### config.mk
export PLATFORM = sky130hd
export DESIGN_NAME = por_reset_sequencer
export DESIGN_NICKNAME = d
export VERILOG_FILES = /design/src/rtl/rst_seq_pkg.sv /design/src/rtl/rs_sync2.sv /design/src/rtl/rs_tick_timer.sv /design/src/rtl/rs_bor_filter.sv /design/src/rtl/por_reset_sequencer.sv
export SDC_FILE = /design/constraint.sdc
export NUM_CORES = 1
export LEC_CHECK = 0
export BUFFER_PORTS_ARGS = -buffer_cell sky130_fd_sc_hd__buf_4
export CORE_UTILIZATION = 60
export DETAILED_ROUTE_END_ITERATION = 7
export PLACE_DENSITY = 0.8
export SETUP_SLACK_MARGIN = 0.5
export SKIP_LAST_GASP = 1
export SLEW_MARGIN = 0
export SYNTH_ARGS = -nofsm -noshare
export SYNTH_HDL_FRONTEND = slang
export SYNTH_SLANG_ARGS = --single-unit
export TNS_END_PERCENT = 20
### constraint.sdc
create_clock -name clk -period 5.9 [get_ports clk]
set_input_delay 0.295 -clock clk [delete_from_list [all_inputs] [get_ports clk]]
set_output_delay 0.295 -clock clk [all_outputs]
set_load 0.05 [all_outputs]
### src/rtl/rst_seq_pkg.sv
package rst_seq_pkg;
    typedef enum logic [2:0] {
        ST_HOLD  = 3'd0,
        ST_PWRUP = 3'd1,
        ST_OSCST = 3'd2,
        ST_PLLLK = 3'd3,
        ST_BROWN = 3'd4,
        ST_RUN   = 3'd5
    } seq_state_e;

    localparam logic [1:0] OSC_RC_MODE = 2'd3;

    function automatic logic is_crystal(input logic [1:0] mode);
        return mode != OSC_RC_MODE;
    endfunction
endpackage

### src/rtl/rs_sync2.sv
module rs_sync2 (
    input  logic clk,
    input  logic rst,
    input  logic d,
    output logic q
);
    logic meta_q;

    always_ff @(posedge clk or posedge rst) begin
        if (rst) begin
            meta_q <= 1'b0;
            q      <= 1'b0;
        end else begin
            meta_q <= d;
            q      <= meta_q;
        end
    end
endmodule

### src/rtl/rs_tick_timer.sv
module rs_tick_timer #(
    parameter int W = 8
) (
    input  logic         clk,
    input  logic         rst,
    input  logic         clr,
    input  logic         run,
    input  logic         tick,
    input  logic [W-1:0] limit,
    output logic         expire
);
    logic [W-1:0] cnt_q;

    assign expire = run && tick && (cnt_q == limit - W'(1));

    always_ff @(posedge clk or posedge rst) begin
        if (rst)
            cnt_q <= '0;
        else if (clr)
            cnt_q <= '0;
        else if (run && tick)
            cnt_q <= cnt_q + W'(1);
    end


    timer_below_limit_chk: assert property (@(posedge clk) disable iff (rst)
        run |-> (cnt_q < limit));
endmodule

### src/rtl/rs_bor_filter.sv
module rs_bor_filter #(
    parameter int TRIP_TICKS = 4,
    localparam int W = $clog2(TRIP_TICKS + 1)
) (
    input  logic clk,
    input  logic rst,
    input  logic en,
    input  logic supply_ok,
    input  logic tick,
    output logic trip
);
    localparam logic [W-1:0] LAST = W'(TRIP_TICKS - 1);
    logic [W-1:0] low_cnt_q;

    assign trip = en && !supply_ok && tick && (low_cnt_q == LAST);

    always_ff @(posedge clk or posedge rst) begin
        if (rst)
            low_cnt_q <= '0;
        else if (!en || supply_ok)
            low_cnt_q <= '0;
        else if (tick && low_cnt_q != LAST)
            low_cnt_q <= low_cnt_q + W'(1);
    end


    filter_saturate_chk: assert property (@(posedge clk) disable iff (rst)
        low_cnt_q <= LAST);
endmodule

### src/rtl/por_reset_sequencer.sv
module por_reset_sequencer
    import rst_seq_pkg::*;
#(
    parameter int PWRT_TICKS = 72,
    parameter int OST_CYCLES = 1024,
    parameter int PLL_TICKS  = 2,
    parameter int BOR_TICKS  = 4
) (
    input  logic       clk,
    input  logic       por_pulse,
    input  logic       supply_ok,
    input  logic       mclr_n,
    input  logic [1:0] osc_mode,
    input  logic       cfg_pwrt_en,
    input  logic       cfg_bor_en,
    input  logic       cfg_pll_en,
    input  logic       wake_req,
    input  logic       rc_tick,
    input  logic       osc_tick,
    input  logic       cause_clr,
    output logic       core_rst,
    output logic [2:0] phase,
    output logic       por_flag,
    output logic       bor_flag
);
    localparam int RC_MAX = (PWRT_TICKS > PLL_TICKS) ? PWRT_TICKS : PLL_TICKS;
    localparam int RC_W   = $clog2(RC_MAX + 1);
    localparam int OST_W  = $clog2(OST_CYCLES + 1);
    localparam logic [RC_W-1:0]  PWRT_LIM = RC_W'(PWRT_TICKS);
    localparam logic [RC_W-1:0]  PLL_LIM  = RC_W'(PLL_TICKS);
    localparam logic [OST_W-1:0] OST_LIM  = OST_W'(OST_CYCLES);

    seq_state_e st_q, st_d;
    logic cold_q, cold_d;
    logic por_q, bor_q;
    logic mclr_s, xtal, enter_brown;
    logic rc_run, rc_exp, osc_exp, bor_trip, phase_chg;
    logic [RC_W-1:0] rc_lim;

    function automatic seq_state_e cold_tail(input logic cold, input logic xt,
                                             input logic pll);
        if (cold && xt)
            return ST_OSCST;
        else if (cold && pll)
            return ST_PLLLK;
        else
            return ST_RUN;
    endfunction

    assign xtal      = is_crystal(osc_mode);
    assign phase_chg = (st_d != st_q);
    assign rc_run    = (st_q == ST_PWRUP) || (st_q == ST_PLLLK);
    assign rc_lim    = (st_q == ST_PLLLK) ? PLL_LIM : PWRT_LIM;

    rs_sync2 u_mclr_sync (
        .clk (clk),
        .rst (por_pulse),
        .d   (mclr_n),
        .q   (mclr_s)
    );

    rs_tick_timer #(.W(RC_W)) u_rc_timer (
        .clk    (clk),
        .rst    (por_pulse),
        .clr    (phase_chg),
        .run    (rc_run),
        .tick   (rc_tick),
        .limit  (rc_lim),
        .expire (rc_exp)
    );

    rs_tick_timer #(.W(OST_W)) u_osc_timer (
        .clk    (clk),
        .rst    (por_pulse),
        .clr    (phase_chg),
        .run    (st_q == ST_OSCST),
        .tick   (osc_tick),
        .limit  (OST_LIM),
        .expire (osc_exp)
    );

    rs_bor_filter #(.TRIP_TICKS(BOR_TICKS)) u_bor_filter (
        .clk       (clk),
        .rst       (por_pulse),
        .en        (cfg_bor_en),
        .supply_ok (supply_ok),
        .tick      (rc_tick),
        .trip      (bor_trip)
    );

    // next-state logic
    always_comb begin
        st_d = st_q;
        unique case (st_q)
            ST_HOLD:  st_d = cfg_pwrt_en ? ST_PWRUP : cold_tail(1'b1, xtal, cfg_pll_en);
            ST_PWRUP: if (rc_exp) st_d = cold_tail(cold_q, xtal, cfg_pll_en);
            ST_OSCST: if (osc_exp) st_d = cfg_pll_en ? ST_PLLLK : ST_RUN;
            ST_PLLLK: if (rc_exp) st_d = ST_RUN;
            ST_BROWN: if (supply_ok) st_d = cfg_pwrt_en ? ST_PWRUP : ST_RUN;
            ST_RUN:   if (wake_req && (xtal || cfg_pll_en))
                          st_d = xtal ? ST_OSCST : ST_PLLLK;
            default:  st_d = ST_HOLD;
        endcase
        if (bor_trip && st_q != ST_HOLD && st_q != ST_BROWN)
            st_d = ST_BROWN;
    end

    assign enter_brown = (st_d == ST_BROWN) && (st_q != ST_BROWN);

    always_comb begin
        if (enter_brown)
            cold_d = 1'b0;
        else if (st_q == ST_RUN && st_d != ST_RUN)
            cold_d = 1'b1;
        else
            cold_d = cold_q;
    end

    // state register
    always_ff @(posedge clk or posedge por_pulse) begin
        if (por_pulse) begin
            st_q   <= ST_HOLD;
            cold_q <= 1'b1;
            por_q  <= 1'b1;
            bor_q  <= 1'b0;
        end else begin
            st_q   <= st_d;
            cold_q <= cold_d;
            por_q  <= por_q && !cause_clr;
            bor_q  <= enter_brown || (bor_q && !cause_clr);
        end
    end

    // outputs
    always_comb begin
        core_rst = (st_q != ST_RUN) || !mclr_s;
        phase    = st_q;
        por_flag = por_q;
        bor_flag = bor_q;
    end


    order_after_osc_chk: assert property (@(posedge clk) disable iff (por_pulse)
        ($past(st_q) == ST_OSCST && st_q != ST_OSCST) |->
        (st_q == ST_PLLLK || st_q == ST_RUN || st_q == ST_BROWN));


    osc_needs_crystal_chk: assert property (@(posedge clk) disable iff (por_pulse)
        (st_q == ST_OSCST && $past(st_q) != ST_OSCST) |-> ($past(osc_mode) != OSC_RC_MODE));


    pll_needs_enable_chk: assert property (@(posedge clk) disable iff (por_pulse)
        (st_q == ST_PLLLK && $past(st_q) != ST_PLLLK) |-> $past(cfg_pll_en));


    brown_needs_enable_chk: assert property (@(posedge clk) disable iff (por_pulse)
        (st_q == ST_BROWN && $past(st_q) != ST_BROWN) |-> $past(cfg_bor_en));


    bor_flag_source_chk: assert property (@(posedge clk) disable iff (por_pulse)
        $rose(bor_flag) |-> (phase == 3'd4));
endmodule

==> flow_summary.toml <==
[setup_path]
crit_type = "reg -> reg"
path_cells = "nand4bb_1, nor4_4, a2111oi_4, xnor2_2, nor4_1"
crit_slowest_cell = "xnor2_2"
cp_num_cells = 5
reg2reg_from = "phase[2]"
crit_path_end_kind = "flop"
cp_top_family = "simple AND/OR/NAND/NOR gates"
cp_max_fo = 18
worst_ep_arrival_time_ns = 3.21
required_ns = 6.05
crit_buf_inv = 0
worst-r2r-cell-count = 5
critical_path.max_stage_delay_ns = 0.84
r2r-end = "u_rc_timer.cnt_q[5]"
cp-start-kind = "flop"
reg2reg_setup_slack_ns = 2.85

[final_layout]
ff_latch_area_sq_um = 728
fin_nets = 220
fillers = 236
syn_to_final_growth_pct = 9.73
multiInputGateArea_sq_um = 1090
drive_gt1_share_pct = 24.5
antennaDiodeCount = 0

[logic_synthesis]
synthFlopType = "dfrtp_1"
synth_top_area_cell = "dfrtp_1"
synth.most_common_cell = "dfrtp_1"
synth_top_cell_area_share_pct = 35.3
netlist_top_cells_count = "dfrtp_1 (27), nand2_1 (17), nor2_1 (14), nor4_2 (10)"
avgSynthCellArea_sq_um = 10.2
synth_cell_types = 55
syn-instance-count = 187
synth-seq-cells = 29
synth_top_cells_by_area = "dfrtp_1 (35%), nor4_2 (6.5%), xnor2_1 (4.1%), xor2_1 (3.7%), nand2_1 (3.3%)"
async_reset_ff_share_pct = 100
synthesis.nets = 204
ys_warn_count = 0
synth_edf_count = 0
synth_seq_area_share_pct = 38.0
synth_area_sq_um = 1920

[sta]
holdWs_ns = 0.0762
setup_violations = 0
maxSlewHeadroom_pct = 28.3
fmax_ghz = 0.328
finClkSkew_ns = 0.00786
hold_viol = 0
drv_slew = 0
rsz0062_at_grt = "false"
finalCritPeriodShare_pct = 51.7
setup_tns_ns = 0
tightest_slew_ns = 1.07
period_needed_ns = 3.05

[pwr]
p_sw_share_pct = 45.9
p_sw_mw = 0.335
peakVddDrop_mv = 0.221
powerDensity_nw_per_um2 = 347
p_int_mw = 0.395
p_seq_share_pct = 37.1
p_leak_nw = 0.880
pwr-share-clk_pct = 18.7
combPwrFrac_pct = 44.2

[flow_run]
maxCapViolations = 0

[cts]
cts_buffers = 5
cts_buffer_depth = 2
hold_buffers = 0
cts_resized = 0
post_cts_buffers = 0
cts_root_buf = "clkbuf_4"
clk_latency_ns = 0.33
cts.sinks = 29
clk_pin_slew_ns = 0.09
h-tree-depth = 2
tritoncts = "yes"

[drt]
wl_per_cell_microns = 15.3
wl_met1_microns = 1790
firstDrtPassIters = 4
dr_wl_met2_microns = 1750
drt_wl_total_microns = 3790
viasPerCell = 6.03
vias = 1496
top_layer_used = "met4"
drc = 0
dr_wl_met3_microns = 187
drtIter0Drc = 104
postRouteAntennaNets = 0

[floorplanning]
row_count = 20
io_pins = 19
start_util_pct = 62.7
die_h_microns = 58.5
dieArea_sq_um = 3420
die_width_microns = 58.5
core_sq_um = 3050

[global_route]
grt_pass1_vias = 1394
overflow = 0
gr-usage-all-layers_pct = 25.1
grt_pass1_wl_microns = 6430
grt_max_degree = 30
antenna_found_initial = 0

[min_path]
min-delay-start = "mclr_n"
hold_depth = 1
hp-class = "in -> reg"
whs_endpoint = "u_mclr_sync.meta_q"

[placed_design]
globalplace.congestion = 0.897
portBuffers = 18
dp_hpwl_microns = 2740

[outcome]
status = "complete, no violations"
==> cell families (layout without fill, tap and decap cells) <==
group	count (synthesis)	in the layout	synth area share, %
simple gates	91	91	30.6
flops	29	29	38.0
compound gates	26	26	12.7
xor+xnor	18	18	8.62
buf+inv	14	31	4.83
mux	5	5	2.68
fa+ha+maj	4	4	2.61
==> state kept, by name, indices dropped and copies added (netlist names) <==
name / cells
u_mclr_sync.q: 1
por_flag: 1
u_osc_timer.cnt_q: 11
bor_flag: 1
phase: 3
u_rc_timer.cnt_q: 7
u_bor_filter.low_cnt_q: 3
cold_q: 1
u_mclr_sync.meta_q: 1
==> area by class of cell <==
type / instances / area share [%]
clock buffers: 7 / 3.10
clock inverters: 1 / 0.238
inverters: 5 / 0.893
multi-input cells: 144 / 52.1
flip-flops and latches: 29 / 34.6
well taps: 44 / 2.62
repair buffers: 18 / 6.43
==> through the flow <==
step                      total power [mW]  instance area [sq um]  util, %  setup WS (ns)  cells
final                                0.729                   2100     68.9           2.85    248
after global routing                 0.775                   2100     68.9           2.64    248
after CTS                            0.731                   2100     68.9           2.85    248
after detailed placement             0.592                   2030     66.6           2.85    240
after global placement               0.581                   2030     66.6           3.05    240
after floorplan                      0.562                   1920        -           3.52    187
==> power by group through the flow <==
stage | Clock, mW | Combinational [mW] | Sequential [mW]
CTS | 0.141 | 0.320 | 0.270
global route | 0.149 | 0.351 | 0.276
global placement | 0 | 0.311 | 0.270
floorplan | 0 | 0.290 | 0.271
finish | 0.137 | 0.322 | 0.270
detailed placement | 0 | 0.319 | 0.273
==> layer usage <==
metal	vias to the layer above	global-route usage (%)
li1	719	-
met1	714	35.7
met2	54	37.6
met3	9	4.62
met4	0	10.9
met5	-	0
==> worst register-to-register path: cells and delay by family, from the launching register on <==
kind | cells | cell delay (ns)
flops | 1 | 0.58
simple gates | 3 | 1.30
xor+xnor | 1 | 0.84
compound gates | 1 | 0.16
==> how the worst max path moves through the flow <==
stage                                end  startpoint
floorplan           u_osc_timer.cnt_q[0]    phase[0]
global placement    u_osc_timer.cnt_q[8]    phase[0]
detailed placement   u_rc_timer.cnt_q[0]    phase[2]
CTS                  u_rc_timer.cnt_q[0]    phase[2]
global route         u_rc_timer.cnt_q[5]    phase[2]
finish               u_rc_timer.cnt_q[5]    phase[2]
==> cell usage in the layout, fill, tap and decap left out, types with 2 or more instances in the layout <==
master,Yosys,routed
xor2_1,8,8
nor3_1,5,5
nand3_1,9,9
mux2i_1,4,4
or3_1,2,2
nor2_1,14,14
nand2_1,17,17
ha_1,4,4
nor2b_1,5,5
dfrtp_1,27,27
buf_4,2,18
xnor2_1,9,9
a211oi_1,2,2
nor4_2,10,10
and3_1,2,2
o21ai_0,4,4
nor4_1,9,9
clkbuf_4,0,5
inv_1,5,5
or3_4,2,2
nand2b_1,4,4
a21oi_1,4,4
dfstp_2,2,2
clkbuf_8,0,2
(Power assumes the default switching activity.)
